<file path="config.mk">
export PLATFORM = sky130hd
export DESIGN_NAME = svc_exc_router
export DESIGN_NICKNAME = d
export VERILOG_FILES = /design/src/rtl/svc_pkg.sv /design/src/rtl/svc_decode.sv /design/src/rtl/svc_cond_eval.sv /design/src/rtl/svc_route.sv /design/src/rtl/svc_exc_router.sv
export SDC_FILE = /design/constraint.sdc
export NUM_CORES = 1
export LEC_CHECK = 0
export ABC_AREA = 0
export BUFFER_PORTS_ARGS = -buffer_cell sky130_fd_sc_hd__buf_2
export CAP_MARGIN = 20
export CORE_UTILIZATION = 39
export CTS_CLUSTER_DIAMETER = 120
export DETAILED_ROUTE_END_ITERATION = 7
export MAX_ROUTING_LAYER = met4
export PLACE_DENSITY = 0.86
export SETUP_SLACK_MARGIN = 0.4
export SKIP_LAST_GASP = 1
export SLEW_MARGIN = 0
export SYNTH_ARGS = -nofsm -noshare
export SYNTH_HDL_FRONTEND = slang
export SYNTH_SLANG_ARGS = --single-unit
</file>
<file path="constraint.sdc">
create_clock -name clk -period 2.22 [get_ports clk]
set_input_delay 0.111 -clock clk [delete_from_list [all_inputs] [get_ports clk]]
set_output_delay 0.111 -clock clk [all_outputs]
set_load 0.01 [all_outputs]
</file>
<file path="src/rtl/svc_pkg.sv">
package svc_pkg;
  localparam int MODE_W = 5;
  localparam int EC_W   = 6;
  localparam int SIMM_W = 16;
  localparam int COND_W = 4;

  localparam logic [MODE_W-1:0] MODE_USR = 5'b10000;
  localparam logic [MODE_W-1:0] MODE_SVC = 5'b10011;
  localparam logic [MODE_W-1:0] MODE_HYP = 5'b11010;
  localparam logic [EC_W-1:0]   EC_SVCALL = 6'h11;
  localparam logic [COND_W-1:0] COND_ALWAYS = 4'hE;

  typedef struct packed {
    logic              hit;
    logic              uncond;
    logic [COND_W-1:0] code;
    logic [SIMM_W-1:0] imm;
  } svc_dec_t;

  typedef struct packed {
    logic [MODE_W-1:0] target;
    logic [EC_W-1:0]   ec;
    logic [SIMM_W-1:0] imm;
  } svc_req_t;
endpackage

</file>
<file path="src/rtl/svc_decode.sv">
module svc_decode
  import svc_pkg::*;
#(
  parameter int WORD_W    = 32,
  parameter int NARROW_W  = 16,
  parameter logic [7:0] NARROW_OP = 8'hDF
) (
  input  logic [WORD_W-1:0] word,
  input  logic              wide,
  input  logic [COND_W-1:0] it_cond,
  output svc_dec_t          dec
);
  localparam int CTOP = WORD_W - 1;
  localparam int CBOT = WORD_W - COND_W;
  localparam int OTOP = CBOT - 1;
  localparam int OBOT = CBOT - 4;
  localparam int NOPT = NARROW_W - 1;
  localparam int NOPB = NARROW_W - 8;

  logic wide_hit, narrow_hit;
  logic [COND_W-1:0] code_sel;

  always_comb begin
    wide_hit   = (word[CTOP:CBOT] != '1) && (word[OTOP:OBOT] == 4'hF);
    narrow_hit = (word[NOPT:NOPB] == NARROW_OP);
    code_sel   = wide ? word[CTOP:CBOT] : it_cond;
    dec.hit    = wide ? wide_hit : narrow_hit;
    dec.code   = code_sel;
    dec.uncond = (code_sel == COND_ALWAYS);
    if (wide) dec.imm = word[SIMM_W-1:0];
    else      dec.imm = {{(SIMM_W-8){1'b0}}, word[7:0]};
  end

  // narrow immediates are zero-extended
  always_comb begin
    if (!wide && dec.hit)
      assert_narrow_zext_R9: assert (dec.imm[SIMM_W-1:8] == '0);
  end
endmodule

</file>
<file path="src/rtl/svc_cond_eval.sv">
module svc_cond_eval
  import svc_pkg::*;
(
  input  logic [COND_W-1:0] code,
  input  logic [3:0]        nzcv,
  output logic              pass
);
  logic fn, fz, fc, fv, base;

  always_comb begin
    fn = nzcv[3];
    fz = nzcv[2];
    fc = nzcv[1];
    fv = nzcv[0];
    unique case (code[COND_W-1:1])
      3'd0: base = fz;
      3'd1: base = fc;
      3'd2: base = fn;
      3'd3: base = fv;
      3'd4: base = fc & ~fz;
      3'd5: base = (fn == fv);
      3'd6: base = ~fz & (fn == fv);
      default: base = 1'b1;
    endcase
    // odd codes invert, except the always-true pair
    if (code[COND_W-1:1] == 3'd7) pass = 1'b1;
    else                           pass = base ^ code[0];
  end
endmodule

</file>
<file path="src/rtl/svc_route.sv">
module svc_route
  import svc_pkg::*;
(
  input  logic [MODE_W-1:0] mode,
  input  logic              nonsecure,
  input  logic              tge,
  input  svc_dec_t          dec,
  output svc_req_t          req
);
  logic to_hyp;

  always_comb begin
    to_hyp = (mode == MODE_HYP) || (tge && nonsecure && mode == MODE_USR);
    req = '0;
    if (to_hyp) begin
      req.target = MODE_HYP;
      req.ec     = EC_SVCALL;
      req.imm    = dec.uncond ? dec.imm : '0;
    end else begin
      req.target = MODE_SVC;
    end
  end
endmodule

</file>
<file path="src/rtl/svc_exc_router.sv">
module svc_exc_router
  import svc_pkg::*;
#(
  parameter int WORD_W = 32
) (
  input  logic              clk,
  input  logic              rst,
  input  logic              in_valid,
  output logic              in_ready,
  input  logic [WORD_W-1:0] in_word,
  input  logic              in_wide,
  input  logic [3:0]        it_cond,
  input  logic [3:0]        flags_nzcv,
  input  logic [4:0]        cur_mode,
  input  logic              nonsecure,
  input  logic              tge,
  output logic              no_match,
  output logic              exc_valid,
  input  logic              exc_ready,
  output logic [4:0]        exc_target,
  output logic [5:0]        exc_class,
  output logic [15:0]       exc_imm
);
  svc_dec_t dec;
  svc_req_t req_d, req_q;
  logic     pass, accept, fire, valid_q;

  svc_decode #(.WORD_W(WORD_W)) u_dec (
    .word(in_word), .wide(in_wide), .it_cond(it_cond), .dec(dec)
  );

  svc_cond_eval u_cond (.code(dec.code), .nzcv(flags_nzcv), .pass(pass));

  svc_route u_route (
    .mode(cur_mode), .nonsecure(nonsecure), .tge(tge), .dec(dec), .req(req_d)
  );

  assign in_ready = !valid_q || exc_ready;
  assign accept   = in_valid && in_ready;
  assign fire     = accept && dec.hit && pass;
  assign no_match = in_valid && !dec.hit;

  always_ff @(posedge clk) begin
    if (rst) begin
      valid_q <= 1'b0;
      req_q   <= '0;
    end else if (fire) begin
      valid_q <= 1'b1;
      req_q   <= req_d;
    end else if (in_ready) begin
      valid_q <= 1'b0;
      req_q   <= '0;
    end
  end

  assign exc_valid  = valid_q;
  assign exc_target = req_q.target;
  assign exc_class  = req_q.ec;
  assign exc_imm    = req_q.imm;

  assert_hold_R6: assert property (@(posedge clk) disable iff (rst)
    exc_valid && !exc_ready |=> exc_valid && $stable(exc_target)
      && $stable(exc_class) && $stable(exc_imm));

  assert_idle_zero_R11: assert property (@(posedge clk) disable iff (rst)
    !exc_valid |-> exc_target == '0 && exc_class == '0 && exc_imm == '0);

  assert_nomatch_quiet_R3: assert property (@(posedge clk) disable iff (rst)
    no_match && in_ready |=> !exc_valid);

  assert_class_pairs_target_R7: assert property (@(posedge clk) disable iff (rst)
    exc_valid |-> ((exc_target == MODE_HYP) == (exc_class == EC_SVCALL)));

  assert_svc_plain_R8: assert property (@(posedge clk) disable iff (rst)
    exc_valid && exc_target == MODE_SVC |-> exc_imm == '0);

  assert_request_follows_R5: assert property (@(posedge clk) disable iff (rst)
    $rose(exc_valid) |-> $past(in_valid && in_ready));
endmodule

</file>
==> results.py <==
metrics = {
    "run_status": {
        "status": "completed",
    },
    "placed_design": {
        "port_buffers": 68,
        "pre_cts_ws_ns": 0.480,
        "place_congestion": 0.819,
        "dpl.hpwl_um": 2120,
    },
    "pwr": {
        "total_power_mw": 0.631,
        "p_leak_nw": 0.669,
        "max-vdd-ir-drop_uv": 390,
        "power.density_mw_per_mm2": 443,
    },
    "synthesis": {
        "synth_warnings": 0,
        "syn_area_mm2": 0.00108,
        "synth_simple_gate_area_share": 0.270,
        "yosys.area.top_type": "dfxtp_1",
        "synth_mux_area_frac": 0.0208,
        "synth_area_leaders": "dfxtp_1, nor2_1, a32oi_1",
        "synth-xor-area-share": 0.00808,
        "yosysUniqueCellTypes": 38,
        "netlist.area_leader.share": 0.351,
        "synth_compound_area_frac": 0.239,
        "synth_ff_type": "dfxtp_1",
        "ys_async_sr_fraction": 0,
        "synth_top_family_by_area": "simple AND/OR/NAND/NOR gates",
        "seq_area_frac_synth": 0.351,
        "synth_adder_area_share": 0,
        "avgSynthCellArea_um2": 8.27,
        "synth_edf_count": 0,
        "synth_seq_cells": 19,
        "synth_cells": 131,
    },
    "die": {
        "fp.dieW_um": 54.7,
        "rows": 18,
        "io_pins": 82,
        "dieArea_mm2": 0.00299,
        "floorplan.initialDensity": 0.426,
        "die_y_um": 54.7,
        "core_mm2": 0.00254,
    },
    "drt": {
        "vias": 1189,
        "wl_um": 2710,
        "antenna_left": 0,
        "drc": 0,
        "first_iter_violations": 25,
        "vias_per_cell": 5.31,
        "dr.pass1.iters": 4,
        "wire_per_inst_um": 12.1,
    },
    "finish": {
        "drive_above_1_share": 0.418,
        "diodes": 0,
        "layout_commonest_cell": "buf_2",
        "final_util": 0.559,
        "area_growth_pct": 31.4,
        "nets": 247,
        "final_cell_mix": "buf_2, nor2_1, dfxtp_1",
    },
    "grt": {
        "grt_max_degree": 20,
        "grt_pass1_wl_um": 3920,
        "overflow": 0,
        "grt_usage": 0.186,
        "grt_antenna_before_repair": 0,
        "grt_pass1_vias": 945,
    },
    "cts": {
        "clkTransAtPathRegs_ns": 0.12,
        "postCtsResizedCells": 0,
        "cts-buffers-inserted": 3,
        "worstSkewPairLatency_ns": 0.30,
        "cts_tree": "built",
        "ctsHoldBuffers": 0,
        "cts_buffer_depth": 2,
        "postCtsSetupRepairBufs": 0,
        "cts_max_level": 1,
        "cts_root_buffer": "clkbuf_4",
        "cts.sinks": 19,
    },
    "min_path": {
        "worstHoldPathCells": 3,
        "holdCritPathClass": "in2reg",
        "hold_end": "exc_imm[5]",
        "min_from": "in_word[5]",
    },
    "timing": {
        "period_share": 0.691,
        "hold_ws_ns": 0.0372,
        "finalHoldViolCount": 0,
        "report.final.setup_viol": 0,
        "clock.fmax_mhz": 652,
        "finalClockSkew_ns": 0.00933,
        "finalSetupTns_ns": 0,
        "rsz0062_at_grt": "false",
        "slew_viol_final": 0,
        "period_needed_ns": 1.53,
        "setup_slack_ns": 0.685,
    },
    "setup_path": {
        "r2r_slack_ns": 0.69,
        "cp-start-kind": "flop",
        "cp.arrival_ns": 1.78,
        "r2r_start": "exc_target[1]",
        "r2r-end": "exc_imm[13]",
        "required_ns": 2.47,
        "worstPathMaxFanout": 16,
        "crit_path_end_kind": "flop",
        "reg2reg_depth": 7,
        "critical_path_class": "reg2reg",
    },
    "run": {
        "maxCapViolations": 0,
    },
}
-- synth_stat cells (all sizes together), types with 2 or more instances --
| cell | instances |
|---|---|
| nor2 | 24 |
| dfxtp | 19 |
| buf | 13 |
| nand2 | 11 |
| a22oi | 9 |
| a32oi | 9 |
| o211ai | 4 |
| clkbuf | 3 |
| inv | 3 |
| nor2b | 3 |
| a21oi | 2 |
| mux2 | 2 |
| nand3 | 2 |
| nand4 | 2 |
| nand4b | 2 |
| nor3 | 2 |
| nor3b | 2 |
| nor4 | 2 |
| o21ai | 2 |
-- state kept, by name, indices dropped and copies added (netlist names) --
| name | flops |
|---|---|
| exc_target | 3 |
| exc_imm | 16 |
-- metal layers --
metal	wire [um]	global-route usage
met1	1170	0.209
met2	1300	0.323
met3	218	0.0528
met4	12	0.0385
met5	0	-
-- stage by stage --
| step | cell area [um2] | std cells |
|---|---|---|
| after floorplan | 1100 | 135 |
| after global placement | 1390 | 220 |
| after detailed placement | 1390 | 220 |
| after CTS | 1420 | 224 |
| after global routing | 1420 | 224 |
| final | 1420 | 224 |
-- worst max-delay path by stage --
stage                             start     endpoint  slack [ns]
final                     exc_target[1]  exc_imm[13]        0.69
after floorplan           exc_target[1]  exc_imm[14]        0.47
after global placement          in_wide  exc_imm[14]        0.51
after global routing      exc_target[1]  exc_imm[15]        0.50
after CTS                 exc_target[1]  exc_imm[13]        0.66
after detailed placement        in_wide  exc_imm[13]        0.48
-- layout make-up --
class                   instances  area, um2
fillers                       257       1120
clock buffers                   3       22.5
flip-flops and latches         19        380
repair buffers                 71        363
multi-input cells              97        602
clock inverters                 1       7.51
inverters                       3       11.3
well taps                      30       37.5
-- cell families after synthesis --
kind of cell / count (synthesis)
buffers and inverters: 19
XOR/XNOR: 1
AND/OR/NAND/NOR: 56
other: 1
AO/OA/AOI/OAI: 33
flip-flops: 19
multiplexers: 2
-- power breakdown --
part	switching [mW]	internal [mW]
sequential	0.000149	0.341
clock	0.110	0.0685
combinational	0.0603	0.0519
-- worst max-delay path, stage by stage, from the launching register on --
cell      delay (ns)
dfxtp_1         0.34
nor2b_1         0.15
inv_1           0.11
o211ai_2        0.15
nor4_4          0.29
buf_4           0.25
a32oi_1         0.12
nor2_1          0.09
Note: power is estimated with default switching activity, not from simulation.
